--- config.mk ---
export PLATFORM = sky130hd
export DESIGN_NAME = cyclic_spreader
export DESIGN_NICKNAME = d
export VERILOG_FILES = /design/src/rtl/cspread_pkg.sv /design/src/rtl/cspread_ctrl.sv /design/src/rtl/cspread_chip.sv /design/src/rtl/cyclic_spreader.sv
export SDC_FILE = /design/constraint.sdc
export NUM_CORES = 1
export LEC_CHECK = 0
export ABC_CLOCK_PERIOD_IN_PS = 4900
export BUFFER_PORTS_ARGS = -buffer_cell sky130_fd_sc_hd__clkbuf_2
export CELL_PAD_IN_SITES_DETAIL_PLACEMENT = 1
export CELL_PAD_IN_SITES_GLOBAL_PLACEMENT = 1
export CORE_MARGIN = 2
export CORE_UTILIZATION = 40
export DETAILED_ROUTE_END_ITERATION = 12
export GPL_TIMING_DRIVEN = 0
export PLACE_DENSITY_LB_ADDON = 0.1
export SYNTH_ARGS = -nofsm -noshare
export SYNTH_HDL_FRONTEND = slang
export SYNTH_SLANG_ARGS = --single-unit
export TNS_END_PERCENT = 30
--- constraint.sdc ---
create_clock -name clk -period 4.9 [get_ports clk]
set_input_delay 0.245 -clock clk [delete_from_list [all_inputs] [get_ports clk]]
set_output_delay 0.245 -clock clk [all_outputs]
set_load 0.01 [all_outputs]
--- src/rtl/cspread_pkg.sv ---
// Package: shared types and root-word selection for the cyclic spreader.
// Assumes a chip count of 8 or 16; any other value falls back to the 8-chip root.
package cspread_pkg;

    typedef logic [3:0] sym_t;

    // Returns the root code word for the given chip count, MSB = chip index 0.
    function automatic logic [15:0] root_for(input int n);
        return (n == 16) ? 16'h2F53 : 16'h005C;
    endfunction

endpackage

--- src/rtl/cspread_ctrl.sv ---
// Frame sequencer: holds the accepted symbol and counts frame positions
// 0..N (0 = prefix chip). Assumes chip_en is only meaningful while busy.
module cspread_ctrl
    import cspread_pkg::*;
#(
    parameter int N  = 8,
    parameter int PW = $clog2(N + 1)
) (
    input  logic          clk,
    input  logic          rst_n,
    input  logic          sym_valid,
    input  sym_t          sym_in,
    input  logic          chip_en,
    output logic          busy,
    output logic [PW-1:0] pos,
    output sym_t          sym_q
);

    localparam logic [PW-1:0] LAST = PW'(N);

    // Accept a symbol when idle; step the position on each chip enable.
    always_ff @(posedge clk) begin
        if (!rst_n) begin
            busy  <= 1'b0;
            pos   <= '0;
            sym_q <= '0;
        end else if (!busy) begin
            if (sym_valid) begin
                busy  <= 1'b1;
                pos   <= '0;
                sym_q <= sym_in;
            end
        end else if (chip_en) begin
            if (pos == LAST) begin
                busy <= 1'b0;
                pos  <= '0;
            end else begin
                pos <= pos + PW'(1);
            end
        end
    end

endmodule

--- src/rtl/cspread_chip.sv ---
// Chip generator: maps a frame position and a symbol to one chip, using
// rotation and odd-chip inversion of a single root. Assumes N is a power of two.
module cspread_chip
    import cspread_pkg::*;
#(
    parameter int          N    = 8,
    parameter logic [N-1:0] ROOT = N'(8'h5C),
    parameter int          PW   = $clog2(N + 1)
) (
    input  logic [PW-1:0] pos,
    input  sym_t          sym,
    output logic          chip
);

    localparam int IW = $clog2(N);

    logic [PW-1:0] pos_m1;
    logic [IW-1:0] idx;
    logic [IW-1:0] base_idx;
    logic [IW-1:0] bit_sel;

    // Frame position 0 carries the word's last chip; others carry index pos-1.
    always_comb begin
        pos_m1 = pos - PW'(1);
        idx    = (pos == '0) ? IW'(N - 1) : pos_m1[IW-1:0];
    end

    // Undo the right rotation, then pick the root bit (MSB first) and invert odd chips.
    always_comb begin
        base_idx = idx - IW'(sym[2:0]);
        bit_sel  = IW'(N - 1) - base_idx;
        chip     = ROOT[bit_sel] ^ (sym[3] & base_idx[0]);
    end

endmodule

--- src/rtl/cyclic_spreader.sv ---
// Top: cyclic-shift chip spreader. Takes 4-bit symbols on valid/ready and emits
// CHIPS+1 chips per symbol (cyclic prefix first) on chip_en pulses.
// Assumes CHIPS is 8 or 16.
module cyclic_spreader
    import cspread_pkg::*;
#(
    parameter int CHIPS = 8
) (
    input  logic       clk,
    input  logic       rst_n,
    input  logic       sym_valid,
    input  logic [3:0] sym_data,
    output logic       sym_ready,
    input  logic       chip_en,
    output logic       chip_out,
    output logic       chip_valid,
    output logic       chip_sos
);

    localparam int              PW       = $clog2(CHIPS + 1);
    localparam logic [15:0]     ROOT_ALL = root_for(CHIPS);
    localparam logic [CHIPS-1:0] ROOT    = ROOT_ALL[CHIPS-1:0];

    logic          busy;
    logic [PW-1:0] pos;
    sym_t          sym_q;
    logic          chip_raw;

    cspread_ctrl #(.N(CHIPS), .PW(PW)) u_ctrl (
        .clk       (clk),
        .rst_n     (rst_n),
        .sym_valid (sym_valid),
        .sym_in    (sym_data),
        .chip_en   (chip_en),
        .busy      (busy),
        .pos       (pos),
        .sym_q     (sym_q)
    );

    cspread_chip #(.N(CHIPS), .ROOT(ROOT), .PW(PW)) u_chip (
        .pos  (pos),
        .sym  (sym_q),
        .chip (chip_raw)
    );

    // Drive the handshake and chip outputs; chips read 0 while idle.
    always_comb begin
        sym_ready  = !busy;
        chip_valid = busy;
        chip_out   = busy & chip_raw;
        chip_sos   = busy && (pos == '0);
    end

endmodule

### Yosys cells after proc, flatten, opt, wreduce, memory -nomap -nowiden

Memory sizes are Yosys's and may differ from the RTL's.
Cells that the tools add are included.

| cells by class | value |
|---|---|
| add/sub/neg operators | 4 |
| order comparisons | 1 |
| equal/unequal tests | 2 |
| mux-type cells | 10 |
| bitwise gates (word level) | 4 |
| reduce and logical (&&, ||, !) cells | 6 |

Operators with widths:

| operator | count |
|---|---|
| 4-bit 2-to-1 mux | 4 |
| 1-bit 2-to-1 mux | 5 |
| 4-bit by 1-bit adder with 4-bit output, second input constant | 1 |
| 4-bit == test, second input constant | 1 |
| 4-bit logical NOT | 1 |
| 3-bit by 4-bit less-than comparator with 1-bit output, second input constant | 1 |
| 2-bit AND reduction | 2 |
| 3-bit 2-to-1 mux | 1 |
| 3-bit by 1-bit subtractor with 3-bit output, second input constant | 1 |
| 3-bit subtractor | 1 |
| 3-bit subtractor, first input constant | 1 |
| 1-bit bitwise AND | 2 |
| 2-bit inequality test, second input constant | 1 |
| 2-bit nonzero test | 1 |
| 1-bit logical AND | 1 |
| 1-bit logical NOT | 1 |
| 1-bit inverter | 1 |
| 1-bit bitwise XOR | 1 |

| word-level totals | value |
|---|---|
| flip-flop bits (word level) | 9 |
| memory bits (read-only) | 8 |
| input bits | 8 |
| output and inout port bits | 4 |
| logic and storage cells | 31 |
| memories | 1 |

Memories:

| memory | words | bits a word | rd ports | clocked after memory_dff | write ports | RTL line | source |
|---|---|---|---|---|---|---|---|
| (no name shown) | 8 | 1 | 1 | 0 | 0 | cspread_chip.sv:32 | `chip = ROOT[bit_sel] ^ (sym[3] & base_idx[0]);` |

### Longest topological paths before layout

Gate-level depths: netlist of the first run.

| depth | value |
|---|---|
| depth after elaboration | 8 |
| gate-level depth with buffers | 11 |
| depth with buffers taken out | 11 |

### Hierarchy

From an unflattened synthesis of the first run, not the netlist that was laid out.

| second synthesis, totals | value |
|---|---|
| cell total of the unflattened synthesis | 61 |
| area total of the unflattened synthesis | 560.5 um2 |

By module, submodules not included:

| module | instances | cells each | area each (um2) |
|---|---|---|---|
| cspread_ctrl | 1 | 41 | 419.2 |
| cspread_chip | 1 | 16 | 120.1 |
| cyclic_spreader | 1 | 4 | 21.3 |

### Worst setup path before layout of the first run

No wires, ideal clock.

| timing path | value |
|---|---|
| path type | reg2out |
| start | reg u_ctrl.pos[0] |
| end | out chip_out |
| data arrival time | 2302 ps |
| required time | 4655 ps |
| setup slack | 2353 ps |
| stages on the path, launching flop included | 12 |
| path through | dfxtp_1 inv_1 ha_1 nor3b_1 nor2_1 ha_1 inv_1 fa_1 xor2_2 xnor2_1 or3_1 a31oi_1 |

| on the way | value |
|---|---|
| word-level cells in the longest chain between the ends | 8 |

Ends and longest elaborated chain:

| item | RTL line | source |
|---|---|---|
| start: declaration | cspread_ctrl.sv:15 | `output logic [PW-1:0] pos,` |
| start signal: assignment | cspread_ctrl.sv:38 | `pos <= pos + PW'(1);` |
| 3-bit by 1-bit subtractor with 3-bit output or 4-bit logical NOT (tied branches) | cspread_chip.sv:24, cspread_chip.sv:25 |  |
| 3-bit 2-to-1 mux * | cspread_chip.sv:25 | `idx = (pos == '0) ? IW'(N - 1) : pos_m1[IW-1:0];` |
| 3-bit subtractor * | cspread_chip.sv:30 | `base_idx = idx - IW'(sym[2:0]);` |
| 3-bit subtractor | cspread_chip.sv:31 | `bit_sel = IW'(N - 1) - base_idx;` |
| memory 8 x 1 bit | - |  |
| 1-bit 2-to-1 mux (not written as such) | cspread_chip.sv:32 |  |
| 1-bit bitwise XOR * | cspread_chip.sv:32 |  |
| 1-bit bitwise AND * | cyclic_spreader.sv:50 | `chip_out = busy & chip_raw;` |
| end: declaration | cyclic_spreader.sv:15 | `output logic chip_out,` |

Mark *: on every way between the ends. The rest lies on a longest branch, timed or not. The select of a mux whose other input is x is not followed.

### Worst setup path after layout of the first run

Same ends and word-level chain as after synthesis.

==> results of run 1 <==
[where the power goes]
part           internal (µW)  switching (µW)  total [µW]
sequential              76.2            2.95        79.2
clock                   31.5            28.9        60.3
combinational           14.0            15.9        29.9
[kinds of logic (layout without fill, tap and decap cells)]
family,count (synthesis),after routing
AOI/OAI and AO/OA,13,13
xor gates and xnor gates,2,2
adders and majority gates,5,5
buffers and inverters,10,25
DFF,9,9
muxes,3,3
and+or+nand+nor,26,26
[area by class of cell]
type,instances,area [µm²]
buffer,1,3.754
clock buffer,4,26.28
fill,174,643.1
inverter,9,33.78
multi-input combinational,49,356.6
sequential,9,180.2
tap,15,18.77
timing repair buffer,11,55.05
[how the worst min path moves through the flow]
stage | cells past startpoint | endpoint
floorplan | 1 | u_ctrl.busy
global placement | 2 | u_ctrl.busy
detailed placement | 2 | u_ctrl.busy
CTS | 2 | u_ctrl.busy
global route | 2 | u_ctrl.busy
finish | 2 | u_ctrl.busy
[synth_stat cells]
master,number
and3b_2,1
nand3b_1,1
or3_1,1
or2_1,1
o21ai_0,4
nor2_1,5
o211ai_1,1
and2_1,3
a21oi_2,1
nand3_1,1
nand2b_1,1
nor2_2,1
fa_1,1
nand4b_1,1
a31oi_1,3
a21boi_1,1
nor3b_1,1
xor2_2,1
xnor2_1,1
a21oi_1,2
clkbuf_1,1
ha_1,4
nand2_1,3
inv_1,9
a2bb2oi_1,1
dfxtp_1,9
nor2b_1,6
mux2i_1,3
[stage by stage]
step | utilization (%) | setup slack (ps)
final | 51.19 | 1806
after global routing | 51.19 | 1623
after CTS | 51.19 | 1787
after detailed placement | 49.19 | 2096
after global placement | 49.19 | 2138
after floorplan | - | 2353
[state kept, by name (all words and copies together) (netlist names)]
register      count
u_ctrl.busy       1
u_ctrl.sym_q      4
u_ctrl.pos        4
[per-layer routing]
layer	vias up	share of wire [%]	track usage [%]
met3	2	3.4	3.913
li1	254	-	-
met1	223	52	21.01
met5	-	0	0
met2	9	44	25.31
met4	0	1.2	9.677
==> impl_metrics.py, run 1 <==
metrics = {
    "route": {
        "vias": 488,
        "drt-total-wl_mm": 1.202,
        "via_per_inst": 4.980,
        "drt_iter0_drc": 8,
        "wl_per_cell_um": 12.27,
        "drc": 0,
        "ant_nets": 0,
        "drt-pass1-iter-count": 4,
    },
    "synth": {
        "ys_ff_latch": 9,
        "syn-num-nets": 81,
        "synth_top_family_by_area": "simple AND/OR/NAND/NOR gates",
        "synth_fa_ha_area_share_pct": 12.20,
        "synthesis.area_um2": 574.3,
        "ys_seq_area_share_pct": 31.37,
        "yosys.area_share.simple_pct": 26.14,
        "synth_cells": 68,
        "synth_area_leaders": "dfxtp_1, ha_1, nor2b_1, inv_1, mux2i_1",
        "yosys_warnings": 0,
        "synth_mux_area_share_pct": 5.229,
        "syn_area_per_cell_um2": 8.446,
        "synth_top_area_share_pct": 31.37,
        "synth_area_leader_cell": "dfxtp_1",
        "ys_types": 28,
        "synth-compound-area-share_pct": 14.16,
        "synth_xor_area_share_pct": 4.357,
    },
    "sta": {
        "fin_hold_ws_ps": 203.8,
        "finalSetupViolations": 0,
        "relSlewSlack_pct": 77.26,
        "tns_ps": 0,
        "skew_ps": 9.648,
        "period_share_pct": 63.14,
        "tightest_slew_ps": 341.1,
        "period_needed_ps": 3094,
        "hold_viol_final": 0,
        "fmax_mhz": 323.2,
        "finalMaxSlewViolations": 0,
        "rsz0062_at_grt": "false",
    },
    "worst_setup_path": {
        "critPathLaunch": "u_ctrl.pos[0]",
        "critPathKind": "reg -> out",
        "critPathMaxFanout": 5,
        "slowest_stage": "fa_1",
        "crit_path_end_kind": "primary output",
        "crit_buf_inv": 3,
        "rrSetupSlack_ps": 3390,
        "crit_chain": "inv_1, ha_1, nor3b_1, nor2_1, ha_1, inv_1, fa_1, xor2_2, xnor2_1, or3_1, a31oi_1, clkbuf_2",
        "cp_top_family": "adder cells",
        "max_stage_delay_ps": 400,
        "crit_required_ps": 4660,
        "startpoint_type": "register",
        "arrival_ps": 2850,
        "r2r_start": "u_ctrl.pos[0]",
        "regToRegEndpoint": "u_ctrl.pos[0]",
        "endpoint": "chip_out",
        "ff2ff_path_depth": 6,
        "cp.depth": 12,
    },
    "power_and_ir_drop": {
        "ir_drop_uv": 167.0,
        "powerDensity_nw_per_um2": 251.2,
        "cellLeakagePower_uw": 0.0002912,
        "power_uw": 169.4,
    },
    "place": {
        "dp_cells": 94,
        "hpwl_um": 931.9,
        "port_buffers": 11,
        "place_area_um2": 648.1,
        "gp_congestion": 0.7260,
    },
    "global_route": {
        "grt_max_degree": 10,
        "grt_usage_pct": 16.56,
        "grt_pass1_wl_mm": 2.173,
        "overflow": 0,
        "antenna_found_initial": 0,
        "grt_pass1_vias": 506,
    },
    "floorplan": {
        "core-area_um2": 1318,
        "pin_count": 12,
        "die_w_um": 41.89,
        "rows": 13,
        "die_h_um": 41.89,
        "start_util_pct": 43.59,
        "dieArea_um2": 1755,
    },
    "worst_hold_path": {
        "hold_path_class": "in -> reg",
        "min_from": "chip_en",
    },
    "clock_network": {
        "clock_path_buffers": 2,
        "cts.clk_slew.worst_paths_ps": 70,
        "h-tree-depth": 1,
        "cts_sinks": 9,
        "clk_latency_ps": 270,
        "cts-resized-gates": 0,
        "cts_hold_buf": 0,
        "cts_made_buffers": 3,
        "cts_tree": "done",
        "postCtsSetupRepairBufs": 0,
        "cts-root-buf": "clkbuf_4",
    },
    "finish": {
        "nNetsFinal": 97,
        "fin_cells": 98,
        "area_growth_pct": 17.43,
        "stdcell_area_um2": 674.4,
        "drive_above_1_share_pct": 21.69,
        "final_cell_mix": "clkbuf_2, inv_1, dfxtp_1, nor2b_1, nor2_1",
        "diodes": 0,
        "layout_commonest_cell": "clkbuf_2",
    },
    "run_status": {
        "status": "finished clean",
    },
    "flow_run": {
        "max-cap-violations": 0,
    },
}
Power figures use the tool's default switching activity.
==> run 2: changes to the inputs <==
--- a/config.mk
+++ b/config.mk
@@ -5,12 +5,12 @@
 export SDC_FILE = /design/constraint.sdc
 export NUM_CORES = 1
 export LEC_CHECK = 0
-export ABC_CLOCK_PERIOD_IN_PS = 4900
+export ABC_CLOCK_PERIOD_IN_PS = 3010
 export BUFFER_PORTS_ARGS = -buffer_cell sky130_fd_sc_hd__clkbuf_2
 export CELL_PAD_IN_SITES_DETAIL_PLACEMENT = 1
 export CELL_PAD_IN_SITES_GLOBAL_PLACEMENT = 1
 export CORE_MARGIN = 2
-export CORE_UTILIZATION = 40
+export CORE_UTILIZATION = 37
 export DETAILED_ROUTE_END_ITERATION = 12
 export GPL_TIMING_DRIVEN = 0
 export PLACE_DENSITY_LB_ADDON = 0.1
==> constraint.sdc (replaced) <==
create_clock -name clk -period 3.01 [get_ports clk]
set_input_delay 0.1505 -clock clk [delete_from_list [all_inputs] [get_ports clk]]
set_output_delay 0.1505 -clock clk [all_outputs]
set_load 0.01 [all_outputs]
==> impl_metrics.py, run 2 (synthesis gave the netlist of run 1 again) <==
metrics = {
    "worst_setup_path": {
        "crit_path_end_kind": "primary output",
        "crit_required_ps": 2860,
        "ff2ff_path_depth": 7,
        "critPathLaunch": "u_ctrl.pos[0]",
        "r2r_start": "u_ctrl.pos[0]",
        "startpoint_type": "register",
        "critPathKind": "reg -> out",
        "arrival_ps": 2690,
        "rrSetupSlack_ps": 1590,
        "critPathMaxFanout": 5,
    },
    "finish": {
        "final_cell_mix": "clkbuf_2, inv_1, dfxtp_1, nor2b_1, nor2_1",
        "top_regs": "u_ctrl.pos (4), u_ctrl.sym_q (4), u_ctrl.busy (1)",
        "seq_area_um2": 182.7,
        "diodes": 0,
        "drive_above_1_share_pct": 31.33,
        "stdcell_area_um2": 698.2,
        "fin_cells": 99,
        "layout_commonest_cell": "clkbuf_2",
        "nNetsFinal": 97,
        "multiInputGateArea_um2": 376.6,
        "fillers": 181,
        "area_growth_pct": 21.57,
    },
    "sta": {
        "relSlewSlack_pct": 76.65,
        "skew_ps": 1.755,
        "period_share_pct": 94.22,
        "rsz0062_at_grt": "false",
        "period_needed_ps": 2836,
        "finalSetupViolations": 0,
        "tightest_slew_ps": 350.3,
        "tns_ps": 0,
        "fmax_mhz": 352.6,
        "hold_viol_final": 0,
        "finalMaxSlewViolations": 0,
    },
    "place": {
        "dp_cells": 95,
        "port_buffers": 11,
        "place_area_um2": 649.4,
        "gp_congestion": 0.7368,
        "hpwl_um": 905.6,
    },
    "global_route": {
        "grt_pass1_vias": 477,
        "grt_pass1_wl_mm": 1.987,
        "antenna_found_initial": 0,
        "overflow": 0,
        "grt_usage_pct": 14.22,
        "grt_max_degree": 10,
    },
    "run_status": {
        "status": "finished clean",
    },
    "floorplan": {
        "core-area_um2": 1471,
        "die_w_um": 43.40,
        "pin_count": 12,
        "dieArea_um2": 1883,
        "start_util_pct": 39.03,
        "rows": 14,
        "die_h_um": 43.40,
    },
    "route": {
        "drt_iter0_drc": 3,
        "drt-pass1-iter-count": 2,
        "wl_per_cell_um": 11.73,
        "ant_nets": 0,
        "drt-total-wl_mm": 1.161,
        "via_per_inst": 5.030,
        "drc": 0,
        "vias": 498,
    },
    "clock_network": {
        "cts-root-buf": "clkbuf_4",
        "cts_tree": "done",
        "cts_sinks": 9,
        "h-tree-depth": 1,
        "cts_hold_buf": 0,
        "cts_made_buffers": 3,
        "clock_path_buffers": 2,
        "cts.clk_slew.worst_paths_ps": 60,
        "clk_latency_ps": 250,
    },
    "power_and_ir_drop": {
        "cellLeakagePower_uw": 0.0002977,
        "power_uw": 273.2,
        "ir_drop_uv": 311.3,
        "powerDensity_nw_per_um2": 391.3,
    },
    "worst_hold_path": {
        "worstHoldPathCells": 2,
        "min_from": "chip_en",
        "hold_path_class": "in -> reg",
    },
    "flow_run": {
        "max-cap-violations": 0,
    },
}
## run 2: worst paths after layout
kind	to
worst max-delay path	chip_out
worst max register to register	u_ctrl.pos[2]
worst min register to register	u_ctrl.pos[3]
worst min-delay path	u_ctrl.busy
## run 2: what timing repair did
item                       4_1_cts  5_1_grt
setup endpoints to repair        0        1
setup buffers                    0        0
hold endpoints to repair         0        0
gates resized for setup          0        9
## run 2: metal layers
metal / part of all wire (%) / vias to the layer above / GRT usage [%]
li1: - / 257 / -
met1: 49 / 231 / 18.70
met5: 0 / - / 0
met2: 46 / 8 / 22.39
met4: 1.3 / 0 / 5.455
met3: 3.8 / 2 / 3.750
## run 2: through the flow
step	utilization, %	hold WS [ps]	worst slack [ps]
2_1_floorplan	-	257.8	557.4
3_3_place_gp	44.13	386.9	315.8
3_5_place_dp	44.13	393.1	275.0
4_1_cts	45.92	120.7	3.625
5_1_grt	47.45	136.4	6.789
6_report	47.45	119.8	173.9
## run 2: power breakdown
part	leakage (µW)	total (µW)	switching (µW)	internal, µW
Sequential	0.0000745	129	5.02	124
Clock	0.0000150	93.7	42.7	51.1
Combinational	0.000208	50.1	25.9	24.2
## run 2: area by class of cell
class | count | share of cell area, %
Tap cell | 16 | 2.867
Multi-Input combinational cell | 49 | 53.94
Sequential cell | 9 | 26.16
Inverter | 9 | 4.839
Timing Repair Buffer | 11 | 7.885
Buffer | 1 | 0.5376
Clock buffer | 4 | 3.763
## run 2: worst max-delay path, cell delays in order (launching register included)
cell and delay (ps):
dfxtp_2 370, inv_2 60, ha_2 190, nor3b_2 160, nor2_1 160, ha_2 180, inv_1 40, fa_2 340
xor2_2 170, xnor2_2 160, or3_1 320, a31oi_1 150, buf_2 140
==> run 3: changes to the inputs <==
--- a/config.mk
+++ b/config.mk
@@ -10,11 +10,13 @@
 export CELL_PAD_IN_SITES_DETAIL_PLACEMENT = 1
 export CELL_PAD_IN_SITES_GLOBAL_PLACEMENT = 1
 export CORE_MARGIN = 2
-export CORE_UTILIZATION = 37
+export CORE_UTILIZATION = 38
 export DETAILED_ROUTE_END_ITERATION = 12
 export GPL_TIMING_DRIVEN = 0
 export PLACE_DENSITY_LB_ADDON = 0.1
+export RECOVER_POWER = 25
 export SYNTH_ARGS = -nofsm -noshare
 export SYNTH_HDL_FRONTEND = slang
+export SYNTH_HIERARCHICAL = 1
 export SYNTH_SLANG_ARGS = --single-unit
 export TNS_END_PERCENT = 30
==> impl_metrics.py, run 3 <==
metrics = {
    "worst_setup_path": {
        "path_common_cell": "ha_1",
        "startpoint_type": "register",
        "arrival_ps": 2490,
        "slowest_stage": "fa_1",
        "rrSetupSlack_ps": 1680,
        "critPathKind": "reg -> out",
        "max_stage_delay_ps": 370,
        "crit_path_end_kind": "primary output",
        "crit_required_ps": 2860,
        "cp_top_family": "adder cells",
        "critPathMaxFanout": 6,
        "crit_buf_inv": 2,
        "crit_chain": "inv_1, ha_1, a21oi_1, ha_1, fa_1, xor2_1, xnor2_1, a211oi_1, nand3b_1, and2_1, clkbuf_2",
    },
    "finish": {
        "seq_area_um2": 180.2,
        "fillers": 180,
        "fin_cells": 91,
        "layout_commonest_cell": "clkbuf_2",
        "top_regs": "u_ctrl/pos (4), u_ctrl/sym_q (4), u_ctrl/busy (1)",
        "final_core_util_pct": 49.34,
        "stdcell_area_um2": 658.1,
        "multiInputGateArea_um2": 352.8,
        "area_growth_pct": 17.41,
        "diodes": 0,
        "drive_above_1_share_pct": 19.74,
        "nNetsFinal": 90,
        "final_cell_mix": "clkbuf_2, dfxtp_1, inv_1, nor2b_1, mux2i_1",
    },
    "clock_network": {
        "cts_tree": "done",
        "cts_made_buffers": 3,
        "cts_hold_buf": 0,
        "cts-resized-gates": 0,
        "clk_latency_ps": 250,
        "h-tree-depth": 1,
        "clock_path_buffers": 2,
        "postCtsSetupRepairBufs": 0,
        "cts_sinks": 9,
        "cts-root-buf": "clkbuf_4",
        "cts.clk_slew.worst_paths_ps": 60,
    },
    "sta": {
        "finalSetupViolations": 0,
        "skew_ps": 3.148,
        "finalMaxSlewViolations": 0,
        "tightest_slew_ps": 348.6,
        "rsz0062_at_grt": "false",
        "hold_viol_final": 0,
        "period_needed_ps": 2641,
        "fin_ws_ps": 369.0,
        "fmax_mhz": 378.6,
        "relSlewSlack_pct": 76.10,
        "period_share_pct": 87.74,
        "tns_ps": 0,
    },
    "power_and_ir_drop": {
        "powerDensity_nw_per_um2": 413.2,
        "ir_drop_uv": 291.2,
        "cellLeakagePower_uw": 0.0002895,
    },
    "global_route": {
        "grt_pass1_vias": 465,
        "grt_usage_pct": 15.25,
        "antenna_found_initial": 0,
        "grt_max_degree": 11,
        "overflow": 0,
        "grt_pass1_wl_mm": 2.028,
    },
    "synth": {
        "ys_ff_latch": 9,
        "syn-num-nets": 74,
        "synth_edf_count": 0,
        "synth_area_leader_cell": "dfxtp_1",
        "ys_seq_area_share_pct": 32.14,
        "syn_area_per_cell_um2": 9.189,
        "ys_types": 27,
        "ys.flop_type": "dfxtp_1",
        "yosysMostFrequentCell": "dfxtp_1",
        "synth_cells": 61,
        "yosys_warnings": 6,
        "synthArstFlopShare_pct": 0,
        "synthesis.area_um2": 560.5,
        "synth_area_leaders": "dfxtp_1, ha_1, mux2i_1, nor2b_1, inv_1",
        "synth_top_area_share_pct": 32.14,
        "synth_common_cells": "dfxtp_1, inv_1, nor2b_1, mux2i_1",
    },
    "worst_hold_path": {
        "hold_path_class": "in -> reg",
    },
    "route": {
        "drt-pass1-iter-count": 4,
        "via_per_inst": 5.088,
        "drc": 0,
        "drt-total-wl_mm": 1.124,
        "drt_iter0_drc": 8,
        "ant_nets": 0,
        "vias": 463,
        "wl_per_cell_um": 12.35,
    },
    "run_status": {
        "status": "finished clean",
    },
    "floorplan": {
        "pin_count": 12,
        "die_w_um": 42.41,
        "core-area_um2": 1334,
        "rows": 13,
        "die_h_um": 42.41,
        "dieArea_um2": 1798,
        "start_util_pct": 42.03,
    },
    "flow_run": {
        "max-cap-violations": 0,
    },
    "place": {
        "place_area_um2": 634.4,
        "dp_cells": 87,
        "gp_congestion": 0.7108,
        "dp_slack_ps": 611.4,
        "port_buffers": 11,
        "hpwl_um": 867.8,
    },
}
## run 3: worst reg2reg max path, cell delays in order (launching register included)
cell and delay [ps]:
dfxtp_1 360, inv_1 90, ha_1 150, nand3b_1 160, a32o_1 300, a21o_1 170
## run 3: cells by family after synthesis
family,synth area share (%)
muxes,8.929
buffers and inverters,4.910
xor gates and xnor gates,4.688
DFF,32.14
AOI/OAI and AO/OA,13.17
adders and majority gates,12.50
and+or+nand+nor,23.66
## run 3: per-layer routing
metal / routed length, µm / part of all wire [%] / up-vias / GRT usage [%]
li1: - / - / 247 / -
met1: 587 / 52 / 205 / 19.95
met2: 479 / 43 / 9 / 23.08
met3: 41 / 3.6 / 2 / 3.879
met4: 16 / 1.4 / 0 / 7.500
met5: 0 / 0 / - / 0
## run 3: path summary, 6_finish.rpt
| kind | start | to | cells past startpoint |
|---|---|---|---|
| worst max-delay path | u_ctrl/pos[0] | chip_out | 11 |
| worst min-delay path | sym_data[2] | u_ctrl/sym_q[2] | 3 |
| worst max register to register | u_ctrl/pos[0] | u_ctrl/pos[3] | 5 |
| worst min register to register | u_ctrl/pos[2] | u_ctrl/pos[2] | 1 |
## run 3: cell type report
type / count / area share [%]
Multi-Input combinational cell: 45 / 53.61
Sequential cell: 9 / 27.38
Timing Repair Buffer: 11 / 8.175
Clock buffer: 4 / 3.992
Inverter: 6 / 3.422
Tap cell: 15 / 2.852
Buffer: 1 / 0.5703
## run 3: per-stage QoR
stage / total power (µW) / hold WS, ps
floorplan: 166.5 / 278.7
detailed placement: 184.0 / 421.3
global route: 289.9 / 172.2
finish: 271.9 / 159.9
CTS: 277.8 / 150.3
global placement: 183.0 / 407.9
## run 3: where the power goes
group	switching (µW)	internal, µW	leakage [µW]
Clock	40.9	51.0	0.0000150
Sequential	6.09	124	0.0000736
Combinational	24.0	25.7	0.000201
